## src/rtl/scl_phase_pkg.sv

```systemverilog
package scl_phase_pkg;

   typedef enum logic {
      PH_LOW  = 1'b0,
      PH_HIGH = 1'b1
   } phase_e;

   function automatic bit is_pow2(input int unsigned v);
      return (v != 0) && ((v & (v - 1)) == 0);
   endfunction

endpackage

```

## src/rtl/scl_prescale.sv

```systemverilog
module scl_prescale #(
   parameter int unsigned PRE = 8,
   localparam int unsigned PW = (PRE > 1) ? $clog2(PRE) : 1
) (
   input  logic          clk_i,
   input  logic          rst_ni,
   input  logic          en_i,
   output logic [PW-1:0] cnt_o,
   output logic          tick_o
);
   import scl_phase_pkg::*;

   localparam logic [PW-1:0] LAST = PW'(PRE - 1);

   logic [PW-1:0] cnt_q;

   generate
      if (is_pow2(PRE)) begin : g_wrap
         always_ff @(posedge clk_i or negedge rst_ni) begin
            if (!rst_ni) begin
               cnt_q <= '0;
            end else if (!en_i) begin
               cnt_q <= '0;
            end else begin
               cnt_q <= cnt_q + 1'b1;
            end
         end
      end else begin : g_cmp
         always_ff @(posedge clk_i or negedge rst_ni) begin
            if (!rst_ni) begin
               cnt_q <= '0;
            end else if (!en_i) begin
               cnt_q <= '0;
            end else if (cnt_q == LAST) begin
               cnt_q <= '0;
            end else begin
               cnt_q <= cnt_q + 1'b1;
            end
         end
      end
   endgenerate

   assign cnt_o  = cnt_q;
   assign tick_o = en_i && (cnt_q == LAST);

endmodule

```

## src/rtl/scl_phase_ctr.sv

```systemverilog
module scl_phase_ctr #(
   parameter int unsigned DIV_W = 16
) (
   input  logic                        clk_i,
   input  logic                        rst_ni,
   input  logic                        run_i,
   input  logic                        tick_i,
   input  logic [DIV_W-1:0]            lo_div_i,
   input  logic [DIV_W-1:0]            hi_div_i,
   output logic                        active_o,
   output scl_phase_pkg::phase_e       phase_o,
   output logic [DIV_W-1:0]            unit_o,
   output logic [DIV_W-1:0]            div_o
);
   import scl_phase_pkg::*;

   logic             active_q;
   phase_e           phase_q;
   logic [DIV_W-1:0] unit_q;
   logic [DIV_W-1:0] div_q;
   logic             last_unit;

   assign last_unit = (unit_q == div_q);

   always_ff @(posedge clk_i or negedge rst_ni) begin
      if (!rst_ni) begin
         active_q <= 1'b0;
         phase_q  <= PH_LOW;
         unit_q   <= '0;
         div_q    <= '0;
      end else if (!run_i) begin
         active_q <= 1'b0;
         phase_q  <= PH_LOW;
         unit_q   <= '0;
      end else if (!active_q) begin
         active_q <= 1'b1;
         phase_q  <= PH_LOW;
         unit_q   <= '0;
         div_q    <= lo_div_i;
      end else if (tick_i) begin
         if (last_unit) begin
            unit_q <= '0;
            if (phase_q == PH_LOW) begin
               phase_q <= PH_HIGH;
               div_q   <= hi_div_i;
            end else begin
               phase_q <= PH_LOW;
               div_q   <= lo_div_i;
            end
         end else begin
            unit_q <= unit_q + 1'b1;
         end
      end
   end

   assign active_o = active_q;
   assign phase_o  = phase_q;
   assign unit_o   = unit_q;
   assign div_o    = div_q;

endmodule

```

## src/rtl/scl_strobe_dec.sv

```systemverilog
module scl_strobe_dec #(
   parameter int unsigned DIV_W = 16,
   parameter int unsigned PRE   = 8,
   localparam int unsigned PW   = (PRE > 1) ? $clog2(PRE) : 1
) (
   input  logic                  active_i,
   input  scl_phase_pkg::phase_e phase_i,
   input  logic [DIV_W-1:0]      unit_i,
   input  logic [PW-1:0]         pre_i,
   input  logic [DIV_W-1:0]      div_i,
   output logic                  scl_o,
   output logic                  sda_chg_o,
   output logic                  smp_o
);
   import scl_phase_pkg::*;

   localparam logic [PW-1:0] PRE_HALF = PW'(PRE / 2);

   logic [DIV_W:0]  half_unit;
   logic [PW-1:0]   half_pre;
   logic            at_mid;

   // Middle of (div+1)*PRE clocks: an even unit count splits on a unit
   // boundary, an odd one splits in the middle of a prescale unit.
   always_comb begin
      half_unit = ({1'b0, div_i} + 1'b1) >> 1;
      half_pre  = div_i[0] ? '0 : PRE_HALF;
      at_mid    = ({1'b0, unit_i} == half_unit) && (pre_i == half_pre);
   end

   assign scl_o     = !active_i || (phase_i == PH_HIGH);
   assign sda_chg_o = active_i && (phase_i == PH_LOW)  && at_mid;
   assign smp_o     = active_i && (phase_i == PH_HIGH) && at_mid;

endmodule

```

## src/rtl/scl_phase_gen.sv

```systemverilog
module scl_phase_gen #(
   parameter int unsigned DIV_W = 16,
   parameter int unsigned PRE   = 8,
   localparam int unsigned CFG_W = 2 * DIV_W,
   localparam int unsigned PW    = (PRE > 1) ? $clog2(PRE) : 1
) (
   input  logic             clk_i,
   input  logic             rst_ni,
   input  logic             run_i,
   input  logic [CFG_W-1:0] div_cfg_i,
   output logic             scl_o,
   output logic             sda_chg_o,
   output logic             smp_o
);
   import scl_phase_pkg::*;

   generate
      if (PRE < 2 || (PRE % 2) != 0) begin : g_bad_pre
         $error("scl_phase_gen: PRE must be even and at least 2");
      end
      if (DIV_W < 1 || DIV_W > 24) begin : g_bad_div_w
         $error("scl_phase_gen: DIV_W must be in 1..24");
      end
   endgenerate

   logic [DIV_W-1:0] lo_div;
   logic [DIV_W-1:0] hi_div;
   logic             active;
   phase_e           phase;
   logic [DIV_W-1:0] unit;
   logic [DIV_W-1:0] div_cur;
   logic [PW-1:0]    pre_cnt;
   logic             pre_tick;

   assign lo_div = div_cfg_i[DIV_W-1:0];
   assign hi_div = div_cfg_i[CFG_W-1:DIV_W];

   scl_prescale #(
      .PRE (PRE)
   ) u_pre (
      .clk_i  (clk_i),
      .rst_ni (rst_ni),
      .en_i   (active && run_i),
      .cnt_o  (pre_cnt),
      .tick_o (pre_tick)
   );

   scl_phase_ctr #(
      .DIV_W (DIV_W)
   ) u_ctr (
      .clk_i    (clk_i),
      .rst_ni   (rst_ni),
      .run_i    (run_i),
      .tick_i   (pre_tick),
      .lo_div_i (lo_div),
      .hi_div_i (hi_div),
      .active_o (active),
      .phase_o  (phase),
      .unit_o   (unit),
      .div_o    (div_cur)
   );

   scl_strobe_dec #(
      .DIV_W (DIV_W),
      .PRE   (PRE)
   ) u_dec (
      .active_i  (active),
      .phase_i   (phase),
      .unit_i    (unit),
      .pre_i     (pre_cnt),
      .div_i     (div_cur),
      .scl_o     (scl_o),
      .sda_chg_o (sda_chg_o),
      .smp_o     (smp_o)
   );

endmodule

```

## config.mk

```make
export PLATFORM = sky130hd
export DESIGN_NAME = scl_phase_gen
export DESIGN_NICKNAME = d
export VERILOG_FILES = /design/src/rtl/scl_phase_pkg.sv /design/src/rtl/scl_prescale.sv /design/src/rtl/scl_phase_ctr.sv /design/src/rtl/scl_strobe_dec.sv /design/src/rtl/scl_phase_gen.sv
export SDC_FILE = /design/constraint.sdc
export NUM_CORES = 1
export LEC_CHECK = 0
export CAP_MARGIN = 20
export CORE_UTILIZATION = 35
export DETAILED_ROUTE_END_ITERATION = 7
export DONT_BUFFER_PORTS = 1
export GPL_TIMING_DRIVEN = 0
export PLACE_DENSITY = 0.56
export SYNTH_ARGS = -nofsm -noshare
export SYNTH_HDL_FRONTEND = slang
export SYNTH_SLANG_ARGS = --single-unit
```

## constraint.sdc

```tcl
create_clock -name clk_i -period 3.35 [get_ports clk_i]
set_clock_uncertainty 0.1 [all_clocks]
set_input_delay 0.67 -clock clk_i [delete_from_list [all_inputs] [get_ports clk_i]]
set_output_delay 0.67 -clock clk_i [all_outputs]
set_load 0.05 [all_outputs]
```

**Word-level counts from Yosys, hierarchy flattened**

Index checks and enable logic that the tools add are counted.

- Register bits: 37
- Bits in latches: 0
- RAM bits: 0
- Memory bits (read-only): 0
- Input bits: 35
- Output and inout bits: 3
- Logic and storage cells: 44
- Memories kept: 0

- $add $sub $neg: 3
- $mul: 0
- Divide/modulo/power cells: 0
- Order comparisons: 0
- Equal/unequal tests: 8
- Shift-type cells: 0
- Multiplexer cells: 16
- Bitwise logic cells: 1
- Reductions and logical operators: 11

Operators by type and width:

| cell | number |
|---|---|
| 2-to-1 mux 16 bit | 8 |
| == test 16 bit | 2 |
| adder 16 x 1 -> 17 bit, second input constant | 1 |
| adder 16 x 1 -> 16 bit, second input constant | 1 |
| logical AND 1 bit | 7 |
| 2-to-1 mux 1 bit | 6 |
| 2-to-1 mux 3 bit | 2 |
| inequality test 3 bit, second input constant | 2 |
| inequality test 2 bit, second input constant | 2 |
| adder 3 x 1 -> 3 bit, second input constant | 1 |
| == test 3 bit | 1 |
| == test 3 bit, second input constant | 1 |
| AND reduction 3 bit | 1 |
| AND reduction 2 bit | 1 |
| zero test 1 bit | 1 |
| logical OR 1 bit | 1 |
| NOT 1 bit | 1 |

**Longest topological paths before layout**

- Depth in word-level cells: 5
- Gate-level depth with buffers: 9
- Depth with buffers taken out: 7

**Modules after synthesis**

From an unflattened synthesis, not the netlist that was laid out.

- Cell total of the unflattened synthesis: 284
- Area, all modules: 2613.8 µm²

By module, submodules not included:

| module | times used | cells an instance | area each (µm²) |
|---|---|---|---|
| scl_phase_ctr | 1 | 190 | 1855.5 |
| scl_strobe_dec | 1 | 84 | 624.3 |
| scl_prescale | 1 | 9 | 127.6 |
| scl_phase_gen | 1 | 1 | 6.3 |

**Least setup slack after synthesis**

OpenSTA, ideal clock, no wires.

- Kind: register -> output
- Start: reg u_ctr.div_q[1] (netlist: u_ctr.div_o[1])
- End: out smp_o
- Data arrival time: 2413 ps
- Setup slack: 167 ps
- Cell stages (with the launch flop): 9
- Path through: dfrtp_1 -> ha_1 -> and4_1 -> buf_2 -> a21o_1 -> a2111oi_0 -> nor3_1 -> nor4_1 -> and4_1

- Word-level cells in the longest chain between the ends: 4

RTL lines:

| element | line | source |
|---|---|---|
| start, declared | scl_phase_ctr.sv:20 | `logic [DIV_W-1:0] div_q;` |
| start signal, assigned | scl_phase_ctr.sv:39 | `div_q <= lo_div_i;` |
| start signal, assigned | scl_phase_ctr.sv:45 | `div_q <= hi_div_i;` |
| start signal, assigned | scl_phase_ctr.sv:48 | `div_q <= lo_div_i;` |
| adder 16 x 1 -> 17 bit | scl_strobe_dec.sv:26 | `half_unit = ({1'b0, div_i} + 1'b1) >> 1;` |
| == test 16 bit | scl_strobe_dec.sv:28 | `at_mid = ({1'b0, unit_i} == half_unit) && (pre_i == half_pre);` |
| logical AND 1 bit | scl_strobe_dec.sv:28 |  |
| logical AND 1 bit | scl_strobe_dec.sv:33 | `assign smp_o = active_i && (phase_i == PH_HIGH) && at_mid;` |
| end, declared | scl_phase_gen.sv:13 | `output logic smp_o` |

Every way passes these cells.

**Final worst setup path**

- Start: reg u_ctr.div_q[8] (netlist: u_ctr.div_o[8])
- End: out sda_chg_o

- Word-level cells in the longest chain between the ends: 4

RTL lines:

| element | line | source |
|---|---|---|
| adder 16 x 1 -> 17 bit | scl_strobe_dec.sv:26 |  |
| == test 16 bit | scl_strobe_dec.sv:28 |  |
| logical AND 1 bit | scl_strobe_dec.sv:28 |  |
| logical AND 1 bit | scl_strobe_dec.sv:32 | `assign sda_chg_o = active_i && (phase_i == PH_LOW) && at_mid;` |
| end, declared | scl_phase_gen.sv:12 | `output logic sda_chg_o,` |

Every way passes these cells.

==> results.json <==
{
  "num_rows": 31,
  "p_per_area_nw_per_um2": 386.6,
  "vias": 1929,
  "worst-setup-path-type": "flip-flop to primary output",
  "crit_family": "simple AND/OR/NAND/NOR gates",
  "path_cells": "and4_1, nand2_1, nor4_1, or3_1, a2111oi_4, and3b_2",
  "swShare_pct": 32.31,
  "firstDrtPassIters": 4,
  "grtUsageMet2_pct": 25.95,
  "diodes": 0,
  "slowest_delay_ns": 0.47,
  "power_frac_seq_pct": 46.4,
  "clk_pin_slew_worst_paths_ns": 0.08,
  "avgSynthCellArea_um2": 10.03,
  "placedCellCount": 365,
  "drt_drc_violations_left": 0,
  "grt_pass1_wl_mm": 9.922,
  "max_slew_margin_pct": 66.82,
  "wirelength_mm": 5.990,
  "dp_hpwl_mm": 4.311,
  "pwr-share-comb_pct": 26.6,
  "hold_viol_final": 0,
  "layout.nets": 315,
  "tns_ns": 0,
  "path_buf_inv": 0,
  "worstPathRequired_ns": 2.58,
  "mostFrequentLayoutCells": "dfrtp_1 (35), xnor2_1 (31), nor2_1 (22), mux2_2 (21), xor2_1 (18)",
  "grt_use_met3_pct": 3.878,
  "cts_buffers": 5,
  "switching_power_uw": 376.7,
  "drtIter0Drc": 79,
  "io_buffers": 0,
  "rsz0062_at_grt": "true",
  "area_growth_pct": 13.09,
  "path_depth": 6,
  "synth.area.top_cells": "dfrtp_1 (35%), xnor2_1 (10%), mux2_2 (8.9%)",
  "drv_cap": 0,
  "fillCellCount": 736,
  "layoutNonFillerInstCount": 375,
  "synth_top_area_cell": "dfrtp_1",
  "synth_flop_cell": "dfrtp_1",
  "die_h_um": 89.30,
  "htreeDepth": 2,
  "ant_nets": 0,
  "mostFrequentLayoutCell": "dfrtp_1",
  "grt_pass1_vias": 1958,
  "hp-class": "input pin to async pin",
  "io_pins": 38,
  "yosys_warnings": 0,
  "crit_slowest_cell": "dfrtp_1",
  "max_freq_mhz": 303.9,
  "intPower_uw": 789.4,
  "drv_slew": 0,
  "cellLeakagePower_uw": 0.001221,
  "start_util_pct": 36.58,
  "status": "complete, no violations",
  "worstReg2RegStart": "u_ctr.div_o[0]",
  "worst_slew_pin_slew_ns": 0.4977,
  "vias_per_cell": 5.144,
  "coreArea_um2": 7292,
  "grt_max_degree": 38,
  "finalSetupViolations": 0,
  "clkPwrFrac_pct": 27.0,
  "synth_edf_count": 0,
  "layout-drive-gt1-share_pct": 27.17,
  "cp_max_fo": 6,
  "die-area_um2": 7974,
  "clockBufferDepth": 2,
  "synthCells": 266,
  "grtUsageMet1_pct": 23.41,
  "final.period_utilization_pct": 98.23,
  "peakVddDrop_uv": 311.0,
  "cts-root-buf": "clkbuf_8",
  "worstSkewPairLatency_ns": 0.30,
  "async_flop_share_pct": 100.0,
  "synth_cell_types": 48,
  "grt-busiest-layer": "met2",
  "start_kind": "flip-flop",
  "wl_per_cell_um": 15.97,
  "cts_tree": "done",
  "cp.arrival_ns": 2.52,
  "timing.hold.ws_ns": 0.09943,
  "syn_nets": 306,
  "syn_area_um2": 2668,
  "seq_area_frac_synth_pct": 34.71,
  "clock_sinks": 37,
  "critPathLaunch": "u_ctr.div_o[8]",
  "grt_overflow": 0,
  "rr_worst_depth": 9,
  "period_needed_ns": 3.291,
  "antenna_found_initial": 0,
  "critPathCaptureType": "primary output",
  "place_congestion": 0.8639,
  "synth_seq_cells": 37,
  "synth_top_area_share_pct": 34.71,
  "grt_util_all_layers_pct": 16.74,
  "die_w_um": 89.30
}
## flip-flops by register name, summed over array words and instances (netlist names)
name,flops
u_ctr.active_o,1
u_ctr.div_o,16
u_ctr.phase_o,1
u_ctr.unit_o,16
u_pre.cnt_o,3
## logic make-up after synthesis
| group | after synthesis | share of synthesized area (%) |
|---|---|---|
| buf+inv | 25 | 6.145 |
| fa+ha+maj | 5 | 2.345 |
| flops | 37 | 34.71 |
| compound gates | 22 | 6.004 |
| xor+xnor | 51 | 17.03 |
| simple gates | 94 | 19.09 |
| mux | 32 | 14.68 |
## metrics by stage
step                      utilization (%)  instance area [um2]  setup WS (ns)  total power [uW]
final                               41.37                 3017        0.05913              1166
after CTS                           40.63                 2963        0.01370              1166
after detailed placement            38.28                 2791        -0.3663             815.7
after floorplan                         -                 2668         0.1666             755.7
after global routing                41.37                 3017       -0.03659              1234
after global placement              38.28                 2791        -0.3664             812.2
## area by class of cell
class / instances / area [um2] / area share (%)
Buffer: 16 / 137.6 / 4.562
Clock buffer: 6 / 72.57 / 2.406
Clock inverter: 2 / 10.01 / 0.3318
Inverter: 7 / 26.28 / 0.8710
Timing Repair Buffer: 4 / 42.54 / 1.410
Sequential cell: 37 / 928.4 / 30.78
Multi-Input combinational cell: 204 / 1675 / 55.54
Tap cell: 99 / 123.9 / 4.106
## metal layers
metal / share of wire [%] / wire (um)
met2: 45 / 2683
met5: 0 / 0
met3: 4.4 / 264
met4: 0.98 / 59
met1: 50 / 2982
## power groups by stage
stage	Clock (uW)	Combinational, uW	Sequential (uW)
floorplan	0	234	521
global placement	0	274	539
detailed placement	0	276	540
CTS	327	310	529
global route	346	341	547
finish	315	310	541
## final timing paths
kind | endpoint | slack [ns]
worst min-delay path | u_ctr.div_o[5] | 0.1
min in group clk_i | u_ctr.active_o | 0.30
max in group asynchronous | u_ctr.unit_o[2] | 2.83
worst max-delay path | sda_chg_o | 0.06
worst max register to register | u_ctr.div_o[3] | 0.82
worst min register to register | u_pre.cnt_o[0] | 0.36
## synth_stat cells, types with 2 or more instances
cell type  count
dfrtp_1       37
xnor2_1       31
nor2_1        22
mux2_2        21
xor2_1        19
nand2_1       16
nand3_1       12
nand4_1       11
mux2_4         9
and3_1         7
inv_1          7
and4_1         6
buf_6          6
a21oi_1        5
clkbuf_1       5
ha_1           5
nor4_1         5
buf_2          4
o21ai_0        4
and2_1         2
and3b_1        2
mux2i_1        2
nor3_1         2
or3_1          2
## worst reg2reg max path: stages, from the launching register on
cell,delay (ns)
dfrtp_1,0.41
buf_2,0.19
xnor2_1,0.17
nand4_1,0.13
nor4_2,0.45
nand2_2,0.14
a21bo_1,0.23
buf_6,0.14
buf_12,0.15
mux2_4,0.30
## repair_timing
action,in CTS,in global routing
endpoints found under the hold margin,37,0
setup buffers,3,0
hold buffers,1,0
cloned,0,0
pin swaps,4,8
gates resized for setup,11,16
setup endpoints to repair,2,2
Power figures use the tool's default switching activity.
